--- config.mk ---
export PLATFORM = sky130hd
export DESIGN_NAME = sbsram_ctrl
export DESIGN_NICKNAME = d
export VERILOG_FILES = /design/src/rtl/sbsram_pkg.sv /design/src/rtl/sbsram_sel_decode.sv /design/src/rtl/sbsram_wr_decode.sv /design/src/rtl/sbsram_lane_expand.sv /design/src/rtl/sbsram_cycle_fsm.sv /design/src/rtl/sbsram_ctrl.sv
export SDC_FILE = /design/constraint.sdc
export NUM_CORES = 1
export LEC_CHECK = 0
export BUFFER_PORTS_ARGS = -buffer_cell sky130_fd_sc_hd__clkbuf_2
export CELL_PAD_IN_SITES_DETAIL_PLACEMENT = 0
export CELL_PAD_IN_SITES_GLOBAL_PLACEMENT = 1
export CORE_ASPECT_RATIO = 1.2
export CORE_MARGIN = 2
export CORE_UTILIZATION = 24
export CTS_CLUSTER_SIZE = 14
export DETAILED_ROUTE_END_ITERATION = 10
export HOLD_SLACK_MARGIN = 0.06
export PLACE_DENSITY = 0.87
export SETUP_SLACK_MARGIN = 0.1
export SLEW_MARGIN = 25
export SYNTH_ARGS = -nofsm -noshare
export SYNTH_HDL_FRONTEND = slang
export SYNTH_SLANG_ARGS = --single-unit
export TNS_END_PERCENT = 50
--- constraint.sdc ---
create_clock -name clk_i -period 5.09 [get_ports clk_i]
set_clock_uncertainty 0.2 [all_clocks]
set_input_delay 0 -clock clk_i [delete_from_list [all_inputs] [get_ports clk_i]]
set_output_delay 0 -clock clk_i [all_outputs]
set_load 0.005 [all_outputs]
--- src/rtl/sbsram_pkg.sv ---
package sbsram_pkg;
  typedef enum logic [2:0] {
    CYC_IDLE     = 3'd0,
    CYC_DESEL    = 3'd1,
    CYC_RD_BEGIN = 3'd2,
    CYC_WR_BEGIN = 3'd3,
    CYC_RD_NEXT  = 3'd4,
    CYC_WR_NEXT  = 3'd5,
    CYC_RD_HOLD  = 3'd6,
    CYC_WR_HOLD  = 3'd7
  } cyc_e;

  function automatic logic cyc_writes(cyc_e c);
    return (c == CYC_WR_BEGIN) || (c == CYC_WR_NEXT) || (c == CYC_WR_HOLD);
  endfunction

  function automatic logic cyc_reads(cyc_e c);
    return (c == CYC_RD_BEGIN) || (c == CYC_RD_NEXT) || (c == CYC_RD_HOLD);
  endfunction
endpackage

--- src/rtl/sbsram_sel_decode.sv ---
module sbsram_sel_decode (
  input  logic sel0_ni,
  input  logic sel1_i,
  input  logic sel2_ni,
  input  logic cpu_strobe_ni,
  input  logic ctl_strobe_ni,
  output logic selected_o,
  output logic cpu_go_o,
  output logic ctl_go_o
);
  assign selected_o = ~sel0_ni & sel1_i & ~sel2_ni;
  // processor strobe is masked by the first select
  assign cpu_go_o   = ~cpu_strobe_ni & ~sel0_ni;
  assign ctl_go_o   = ~ctl_strobe_ni & ~cpu_go_o;
endmodule

--- src/rtl/sbsram_wr_decode.sv ---
module sbsram_wr_decode #(
  parameter int LANES  = 2,
  parameter int LANE_W = 9,
  localparam int DW    = LANES * LANE_W
) (
  input  logic             all_wr_ni,
  input  logic             lane_wr_en_ni,
  input  logic [LANES-1:0] lane_wr_ni,
  output logic [LANES-1:0] lane_mask_o,
  output logic             is_write_o
);
  always_comb begin
    if (!all_wr_ni)          lane_mask_o = '1;
    else if (!lane_wr_en_ni) lane_mask_o = ~lane_wr_ni;
    else                     lane_mask_o = '0;
  end
  assign is_write_o = |lane_mask_o;
endmodule

--- src/rtl/sbsram_lane_expand.sv ---
module sbsram_lane_expand #(
  parameter int LANES  = 2,
  parameter int LANE_W = 9,
  localparam int DW    = LANES * LANE_W
) (
  input  logic [LANES-1:0] lane_i,
  output logic [DW-1:0]    bits_o
);
  for (genvar g = 0; g < LANES; g++) begin : g_lane
    assign bits_o[g*LANE_W +: LANE_W] = {LANE_W{lane_i[g]}};
  end
endmodule

--- src/rtl/sbsram_cycle_fsm.sv ---
module sbsram_cycle_fsm
  import sbsram_pkg::*;
(
  input  logic clk_i,
  input  logic rst_ni,
  input  logic selected_i,
  input  logic cpu_go_i,
  input  logic ctl_go_i,
  input  logic advance_ni,
  input  logic is_write_i,
  output cyc_e next_o,
  output cyc_e cyc_q_o,
  output logic rd_q_o
);
  logic open_q;
  cyc_e next;

  always_comb begin
    if (cpu_go_i)                 next = selected_i ? CYC_RD_BEGIN : CYC_DESEL;
    else if (ctl_go_i)            next = !selected_i ? CYC_DESEL
                                       : (is_write_i ? CYC_WR_BEGIN : CYC_RD_BEGIN);
    else if (!open_q)             next = CYC_IDLE;
    else if (!advance_ni)         next = is_write_i ? CYC_WR_NEXT : CYC_RD_NEXT;
    else                          next = is_write_i ? CYC_WR_HOLD : CYC_RD_HOLD;
  end

  always_ff @(posedge clk_i or negedge rst_ni) begin
    if (!rst_ni) begin
      open_q  <= 1'b0;
      cyc_q_o <= CYC_IDLE;
      rd_q_o  <= 1'b0;
    end else begin
      cyc_q_o <= next;
      rd_q_o  <= cyc_reads(next);
      if (next == CYC_DESEL)                                  open_q <= 1'b0;
      else if (next == CYC_RD_BEGIN || next == CYC_WR_BEGIN) open_q <= 1'b1;
    end
  end

  assign next_o = next;
endmodule

--- src/rtl/sbsram_ctrl.sv ---
module sbsram_ctrl
  import sbsram_pkg::*;
#(
  parameter int LANES  = 2,
  parameter int LANE_W = 9,
  localparam int DW    = LANES * LANE_W
) (
  input  logic             clk_i,
  input  logic             rst_ni,
  input  logic             cpu_strobe_ni,
  input  logic             ctl_strobe_ni,
  input  logic             advance_ni,
  input  logic             sel0_ni,
  input  logic             sel1_i,
  input  logic             sel2_ni,
  input  logic             all_wr_ni,
  input  logic             lane_wr_en_ni,
  input  logic [LANES-1:0] lane_wr_ni,
  input  logic             out_en_ni,
  output logic [2:0]       cycle_o,
  output logic             load_addr_o,
  output logic             adv_addr_o,
  output logic [LANES-1:0] lane_wr_o,
  output logic [DW-1:0]    wr_bits_o,
  output logic             dq_drive_o
);
  logic selected, cpu_go, ctl_go, is_write, rd_q;
  logic [LANES-1:0] lane_mask;
  cyc_e next, cyc_q;

  sbsram_sel_decode u_sel (
    .sel0_ni(sel0_ni), .sel1_i(sel1_i), .sel2_ni(sel2_ni),
    .cpu_strobe_ni(cpu_strobe_ni), .ctl_strobe_ni(ctl_strobe_ni),
    .selected_o(selected), .cpu_go_o(cpu_go), .ctl_go_o(ctl_go)
  );

  sbsram_wr_decode #(.LANES(LANES), .LANE_W(LANE_W)) u_wr (
    .all_wr_ni(all_wr_ni), .lane_wr_en_ni(lane_wr_en_ni),
    .lane_wr_ni(lane_wr_ni), .lane_mask_o(lane_mask), .is_write_o(is_write)
  );

  sbsram_cycle_fsm u_fsm (
    .clk_i(clk_i), .rst_ni(rst_ni), .selected_i(selected),
    .cpu_go_i(cpu_go), .ctl_go_i(ctl_go), .advance_ni(advance_ni),
    .is_write_i(is_write), .next_o(next), .cyc_q_o(cyc_q), .rd_q_o(rd_q)
  );

  assign load_addr_o = (next == CYC_RD_BEGIN) || (next == CYC_WR_BEGIN);
  assign adv_addr_o  = (next == CYC_RD_NEXT)  || (next == CYC_WR_NEXT);
  assign lane_wr_o   = cyc_writes(next) ? lane_mask : '0;

  sbsram_lane_expand #(.LANES(LANES), .LANE_W(LANE_W)) u_exp (
    .lane_i(lane_wr_o), .bits_o(wr_bits_o)
  );

  assign cycle_o    = cyc_q;
  assign dq_drive_o = rd_q & ~out_en_ni;
endmodule

**Yosys cells after proc, flatten, opt, wreduce, memory -nomap -nowiden**

Cells that the tools add are included.
W data, S select, Z words.

- Bitwise operators: 12
- Reduce and logical (&&, ||, !) cells: 8
- Equal/unequal tests: 7
- Multiplexer cells: 14

Operators by type and width:

| kind | number |
|---|---|
| $mux W3 | 5 |
| $eq A3 B3 Y1 const B | 4 |
| $mux W2 | 4 |
| $eq A3 B2 Y1 const B | 2 |
| $logic_or A1 B1 Y1 | 6 |
| $not A1 Y1 | 6 |
| $and A1 B1 Y1 | 5 |
| $mux W1 | 5 |
| $eq A3 B1 Y1 const B | 1 |
| $not A2 Y2 | 1 |
| $reduce_bool A2 Y1 | 1 |
| $reduce_or A2 Y1 | 1 |

- Logic and storage cells: 44
- Output and inout port bits: 26
- Flip-flop bits (word level): 5

**Longest topological paths before layout**

Gate-level depths: netlist of the first run.

- Depth in word-level cells: 13
- Gate-level depth with buffers: 5
- Mapped depth without buffers: 5

**Modules after synthesis**

Synthesis of the first run repeated with hierarchy kept, for this count alone.

- Cell total of the unflattened synthesis: 47
- Area, all modules: 414.1 um^2

By module, submodules not included:

| module | cells an instance | instances | area each (um^2) |
|---|---|---|---|
| sbsram_cycle_fsm | 17 | 1 | 190.2 |
| sbsram_lane_expand | 18 | 1 | 135.1 |
| sbsram_ctrl | 5 | 1 | 41.3 |
| sbsram_sel_decode | 3 | 1 | 26.3 |
| sbsram_wr_decode | 4 | 1 | 21.3 |

**Worst setup path before layout of the first run**

OpenSTA, ideal clock, no wires.

- Path kind: input-to-output
- Start point: in sel2_ni
- End point: out wr_bits_o[10]
- Required time: 4,890 ps
- Path slack: 3,331 ps
- Path buffers: 1
- Cell stages on the path: 5
- Arrival: 1,559 ps
- Cell sequence: or3b_4 a21oi_2 nor2_1 nor3_1 buf_4

- Word-level cells in the longest chain between the ends: 9

Ends and longest elaborated chain:

| what | RTL line | RTL |
|---|---|---|
| start: declaration | sbsram_ctrl.sv:15 | `input logic sel2_ni,` |
| $not A1 Y1 (*) | sbsram_sel_decode.sv:11 | `assign selected_o = ~sel0_ni & sel1_i & ~sel2_ni;` |
| $and A1 B1 Y1 (*) | sbsram_sel_decode.sv:11 |  |
| $mux W3 (2 in a row) | sbsram_cycle_fsm.sv:20 | `else if (ctl_go_i) next = !selected_i ? CYC_DESEL` |
| $mux W3 (*) | sbsram_cycle_fsm.sv:19 | `if (cpu_go_i) next = selected_i ? CYC_RD_BEGIN : CYC_DESEL;` |
| $eq A3 B2 Y1 / $eq A3 B3 Y1 (equally long branches) | sbsram_pkg.sv:14 | `return (c == CYC_WR_BEGIN) \|\| (c == CYC_WR_NEXT) \|\| (c == CYC_WR_HOLD);` |
| $logic_or A1 B1 Y1 | sbsram_pkg.sv:14 |  |
| $logic_or A1 B1 Y1 (*) | sbsram_pkg.sv:14 |  |
| $mux W2 (*) | sbsram_ctrl.sv:50 | `assign lane_wr_o = cyc_writes(next) ? lane_mask : '0;` |
| end: declaration | sbsram_ctrl.sv:24 | `output logic [DW-1:0] wr_bits_o,` |

Every way passes the cells marked *; elsewhere a longest branch is shown, timed or not.

**Final worst setup path of the first run**

- Start point: in ctl_strobe_ni
- End point: out wr_bits_o[14]

- Word-level cells in the longest chain between the ends: 8

Ends and longest elaborated chain:

| what | RTL line | RTL |
|---|---|---|
| start: declaration | sbsram_ctrl.sv:11 | `input logic ctl_strobe_ni,` |
| $not A1 Y1 (*) | sbsram_sel_decode.sv:14 | `assign ctl_go_o = ~ctl_strobe_ni & ~cpu_go_o;` |
| $and A1 B1 Y1 (*) | sbsram_sel_decode.sv:14 |  |
| $mux W3 (*) | sbsram_cycle_fsm.sv:20 |  |
| $mux W3 (*) | sbsram_cycle_fsm.sv:19 |  |
| $eq A3 B2 Y1 / $eq A3 B3 Y1 (equally long branches) | sbsram_pkg.sv:14 |  |
| $logic_or A1 B1 Y1 | sbsram_pkg.sv:14 |  |
| $logic_or A1 B1 Y1 (*) | sbsram_pkg.sv:14 |  |
| $mux W2 (*) | sbsram_ctrl.sv:50 |  |

Marked as above.

==> flow_summary.ini, run 1 <==
[outcome]
run_status = complete, no violations

[clock_network]
root_buffer = clkbuf_4
cts.sinks = 5
insertion_delay_ps = 240
postCtsHoldBufs = 9
postCtsSetupBuffers = 0
ctsHtreeMaxLevel = 1
cts_resized = 0
cts-buffers-inserted = 3
cts_tree = done
ctsLongestPathBuffers = 2
path_clk_slew_ps = 40

[sta]
max_freq_ghz = 0.456
rsz0062_at_grt = no
hold_viol_final = 0
setup_viol = 0
worst_pin_slew_ps = 828
tns_ps = 0
period_share = 0.431
min_period_ps = 2190
relSlewSlack = 0.444
slew_violations = 0
hold_slack_ps = 61.7

[die]
rows = 16
dieHeight_um = 49.0
die_w_um = 41.5
core_area_um2 = 1600
die-area_um2 = 2040
start_util = 0.253
io_pins = 39

[layout]
ff_latch_area_um2 = 125
fin_cells = 93
design_area_um2 = 599
area_delta_synth_final_pct = 47.8
antenna_cells = 0
layout.nets = 89
fill_cells = 183
drive_gt1_frac = 0.627
multi_input_area_um2 = 134

[placed_design]
dp_cells = 80
gp_congestion = 0.620
place_hpwl_um = 663
io_buffer_count = 38
place_area_um2 = 483

[critical_path]
worstReg2RegStart = u_fsm.open_q
worst-endpoint-required_ps = 4890
end_kind = output port
crit_path_top_delay_cell = nor3_1
path_class = in -> out
reg2reg_to = u_fsm.rd_q_o
critPathTopFamily = buffers and inverters
r2r_setup_slack_ps = 3420
crit_top_cell = clkbuf_2
cp_num_buf_inv = 4
worstPathMaxFanout = 10
r2r_cells = 5
cp_data_arrival_time_ps = 1990
critPathLaunchType = input pin
crit_chain = dlygate4sd3_1 -> clkbuf_2 -> inv_1 -> a2bb2oi_1 -> o22ai_2 -> nor3_1 -> clkbuf_2
critical_path.max_stage_delay_ps = 700

[min_path]
min_to = u_fsm.open_q
hp-start = sel0_ni
hp-class = in -> reg
hold_depth = 4

[routing]
wl_per_cell_um = 8.42
drtIter0Drc = 3
vias = 372
dr.pass1.iters = 2
post-route-drc-count = 0
vias_per_cell = 4.00
routed_wirelength_um = 783
drt.antenna.violating_nets = 0

[synth]
syn_area_um2 = 405
syn_area_per_cell_um2 = 9.65
synthesis.nets = 55
seq_area_frac_synth = 0.309
synth_warnings = 0
ys_ff_latch = 5
synth_cell_types = 16
syn_inst = 42

[power_and_ir_drop]
power.density_nw_per_um2 = 202
ir_drop_mv = 0.103
p_leak_nw = 0.370

[grt]
use_met2 = 0.138
grt_util_met1 = 0.0872
antenna_found_initial = 0
grt_pass1_vias = 322
grt_max_degree = 11
grt.overflow.total = 0
use_met3 = 0.0259
grt_pass1_wl_mm = 1.30
grt_use_total = 0.0839
top_usage_layer = met2

[run]
cap_violations = 0
==> power breakdown <==
part,switching (W),leakage (nW),internal (W)
Clock,0.0000158,0.0150,0.0000296
Sequential,0.000000683,0.0650,0.0000420
Combinational,0.0000139,0.290,0.0000192
Total,0.0000303,0.370,0.0000908
==> synth_stat cells, drive strengths merged <==
library cell / number / area, um2
a21o: 2 / 15.0
a21oi: 1 / 8.76
a2bb2o: 1 / 20.0
a2bb2oi: 1 / 8.76
buf: 18 / 135
dfrtp: 5 / 125
inv: 3 / 11.3
nor2: 2 / 10.0
nor2b: 2 / 12.5
nor3: 2 / 10.0
o211a: 1 / 10.0
o21a: 2 / 15.0
o22ai: 1 / 12.5
or3b: 1 / 11.3
==> how the worst max path moves through the flow <==
stage               slack (ps)            end     startpoint  depth (start not counted)
CTS                       2880   wr_bits_o[2]  ctl_strobe_ni                          7
global placement          3260   lane_wr_o[1]        sel0_ni                          6
detailed placement        3150  wr_bits_o[14]        sel0_ni                          6
finish                    2900  wr_bits_o[14]  ctl_strobe_ni                          7
floorplan                 3330  wr_bits_o[10]        sel2_ni                          5
global route              2620   wr_bits_o[8]  ctl_strobe_ni                          7
==> through the flow <==
step / total power (W) / setup WS (ps) / util
floorplan: 0.0000635 / 3330 / -
global placement: 0.0000712 / 3260 / 0.302
detailed placement: 0.0000715 / 3150 / 0.302
CTS: 0.000123 / 2880 / 0.374
global route: 0.000129 / 2620 / 0.374
finish: 0.000121 / 2900 / 0.374
==> sequential cells by signal, summed over array words and instances, names as in the netlist <==
name / count
u_fsm.cyc_q_o: 3
u_fsm.open_q: 1
u_fsm.rd_q_o: 1
==> tightest hold or removal path: stages <==
cell and delay (ps):
clkbuf_2 110, o211a_1 210, nor2_1 90, inv_1 50
==> routing by layer <==
layer / vias up / routed length (um)
met1: 161 / 287
met4: 0 / 0
li1: 188 / -
met3: 0 / 72
met5: - / 0
met2: 23 / 423
==> area by class of cell <==
class | instances | area share
clock buffer | 4 | 0.0438
sequential | 5 | 0.209
tap | 18 | 0.0376
timing repair buffer | 47 | 0.468
inverter | 3 | 0.0188
multi-input combinational | 16 | 0.223
==> cell families (layout without fill, tap and decap cells) <==
kind of cell / after synthesis / in the layout / share of synthesized area
DFF: 5 / 5 / 0.309
and+or+nand+nor: 7 / 7 / 0.108
AOI/OAI and AO/OA: 9 / 9 / 0.222
buffers and inverters: 21 / 54 / 0.361
==> layout by cell type (no fill, tap or decap), drive strengths merged <==
| cell | synthesis | routed |
|---|---|---|
| or3b | 1 | 1 |
| inv | 3 | 3 |
| dlygate4sd3 | 0 | 9 |
| o211a | 1 | 1 |
| dfrtp | 5 | 5 |
| a2bb2o | 1 | 1 |
| clkbuf | 0 | 42 |
| nor2 | 2 | 2 |
| o22ai | 1 | 1 |
| nor2b | 2 | 2 |
| a21oi | 1 | 1 |
| a21o | 2 | 2 |
| nor3 | 2 | 2 |
| a2bb2oi | 1 | 1 |
| o21a | 2 | 2 |
Power figures use the tool's default switching activity.
==> inputs of run 2 (changes only) <==
- CORE_UTILIZATION: 24 -> 20
- PLACE_DENSITY: 0.87 -> 0.78
- clock period: 5.09 -> 1.8 ns (I/O delays scaled with it)
==> run 2 against run 1 <==
Net effect: combinational power rose to 3.1 times the previous value; critical path depth decreased by 2; sequential share of layout area down 1.4 points; critical path type is now in -> reg; die area is 18% higher; via count is 5.4% higher; register-to-register slack worse by 3200 ps; final cell count grew 4.3%; flip-flop and latch count did not move; cell area up 7.1%; global-route usage is 0.82 points lower; the run now ends with hold timing left.
==> flow_summary.ini, run 2 (synthesized netlist as in run 1, its figures left out) <==
[sta]
slew_violations = 0
setup_viol = 0
period_share = 0.903
max_freq_ghz = 0.615
hold_slack_ps = -5.91
hold_viol_final = 1
worst_pin_slew_ps = 241
tns_ps = 0
rsz0062_at_grt = no
min_period_ps = 1630
relSlewSlack = 0.840

[die]
core_area_um2 = 1870
die_w_um = 45.1
rows = 17
dieHeight_um = 53.3
io_pins = 39
die-area_um2 = 2400
start_util = 0.217

[clock_network]
root_buffer = clkbuf_4
cts-buffers-inserted = 3
ctsHtreeMaxLevel = 1
cts_tree = done
ctsLongestPathBuffers = 2
cts.sinks = 5
postCtsHoldBufs = 9
path_clk_slew_ps = 40
insertion_delay_ps = 230

[grt]
grt.overflow.total = 0
grt_use_total = 0.0757
antenna_found_initial = 0
grt_max_degree = 11
grt_pass1_vias = 316
grt_pass1_wl_mm = 1.28

[power_and_ir_drop]
ir_drop_mv = 0.307
power.density_nw_per_um2 = 540
internal_power_w = 0.000261
power_frac_clock = 0.355
switching_share = 0.248
power_frac_seq = 0.350
p_sw_w = 0.0000861
p_leak_nw = 0.398
comb_power_share = 0.295

[layout]
layout.nets = 92
design_area_um2 = 642
top_register = u_fsm.cyc_q_o
reg_top3 = u_fsm.cyc_q_o x3, u_fsm.open_q x1, u_fsm.rd_q_o x1
area_delta_synth_final_pct = 58.3
drive_gt1_frac = 0.692
antenna_cells = 0
final_cell_mix = clkbuf_2 (38), dlygate4sd3_1 (8), dfrtp_1 (5), clkbuf_4 (3)
fin_cells = 97
fill_cells = 216
largest_reg_flops = 3
mostFrequentLayoutCell = clkbuf_2
fin_util = 0.343

[placed_design]
dp_cells = 83
io_buffer_count = 38
place_hpwl_um = 725
place_area_um2 = 504
gp_congestion = 0.706

[routing]
vias = 392
routed_wirelength_um = 914
drt.antenna.violating_nets = 0
post-route-drc-count = 0
dr.pass1.iters = 2
drtIter0Drc = 1
wl_per_cell_um = 9.42
vias_per_cell = 4.04

[critical_path]
path_class = in -> reg
cp_data_arrival_time_ps = 1540
cp_num_buf_inv = 3
crit_chain = clkbuf_2 -> dlygate4sd3_1 -> o211a_1 -> a21o_1 -> dlygate4sd3_1
critPathTopFamily = buffers and inverters
critPathLaunchType = input pin
worst-endpoint-required_ps = 1710
end_kind = flip-flop
critical_path.max_stage_delay_ps = 550
crit_path_top_delay_cell = dlygate4sd3_1
crit_top_cell = dlygate4sd3_1
worstPathMaxFanout = 4

[outcome]
run_status = complete, but fails checks
violations = hold timing

[min_path]
hp-class = in -> reg

[run]
cap_violations = 0
## run 2: path summary, 6_finish.rpt
| kind | start | endpoint | slack, ps | cells after the start |
|---|---|---|---|---|
| max | ctl_strobe_ni | u_fsm.cyc_q_o[1] | 170 | 5 |
| min | sel2_ni | u_fsm.cyc_q_o[0] | -6 | 4 |
| max reg2reg | u_fsm.open_q | u_fsm.cyc_q_o[1] | 210 | 3 |
| min reg2reg | u_fsm.open_q | u_fsm.open_q | 540 | 3 |
| max in group asynchronous | rst_ni | u_fsm.cyc_q_o[1] | 730 | 3 |
| min in group asynchronous | rst_ni | u_fsm.open_q | 480 | 3 |
## run 2: cell type report
type / instances / area, um2 / area share
sequential: 5 / 125 / 0.195
tap: 19 / 23.8 / 0.0370
clock buffer: 4 / 26.3 / 0.0409
inverter: 3 / 11.3 / 0.0175
timing repair buffer: 50 / 303 / 0.472
multi-input combinational: 16 / 153 / 0.238
## run 2: routing by layer
layer	wire length (um)	global-route usage	up-vias
met3	100	0.0273	0
met5	0	0	-
met1	367	0.0821	174
li1	-	-	193
met4	0	0.0588	0
met2	447	0.117	25
## run 2: repair_timing
| action | 4_1_cts | 5_1_grt |
|---|---|---|
| setup buffers | 0 | 0 |
| endpoints found under the setup margin | 0 | 20 |
| resized for setup | 0 | 5 |
| hold endpoints to repair | 11 | 2 |
## run 2: power by group through the flow
| stage | logic (W) | clock network (W) | registers [W] |
|---|---|---|---|
| after global routing | 0.000113 | 0.000137 | 0.000122 |
| after detailed placement | 0.0000842 | 0 | 0.000123 |
| final | 0.000102 | 0.000123 | 0.000121 |
| after global placement | 0.0000823 | 0 | 0.000123 |
| after floorplan | 0.0000576 | 0 | 0.000123 |
| after CTS | 0.0000987 | 0.000130 | 0.000121 |
## run 2: worst reg2reg max path, cell delays in order (launching register included)
cell and delay (ps):
dfrtp_1 390, o211a_1 160, a21o_1 180, dlygate4sd3_1 540
## run 2: through the flow
stage | power, W | worst slack, ps
after CTS | 0.000350 | 132
after global routing | 0.000372 | 115
after global placement | 0.000205 | 332
after detailed placement | 0.000207 | 324
final | 0.000347 | 174
after floorplan | 0.000180 | 68.0
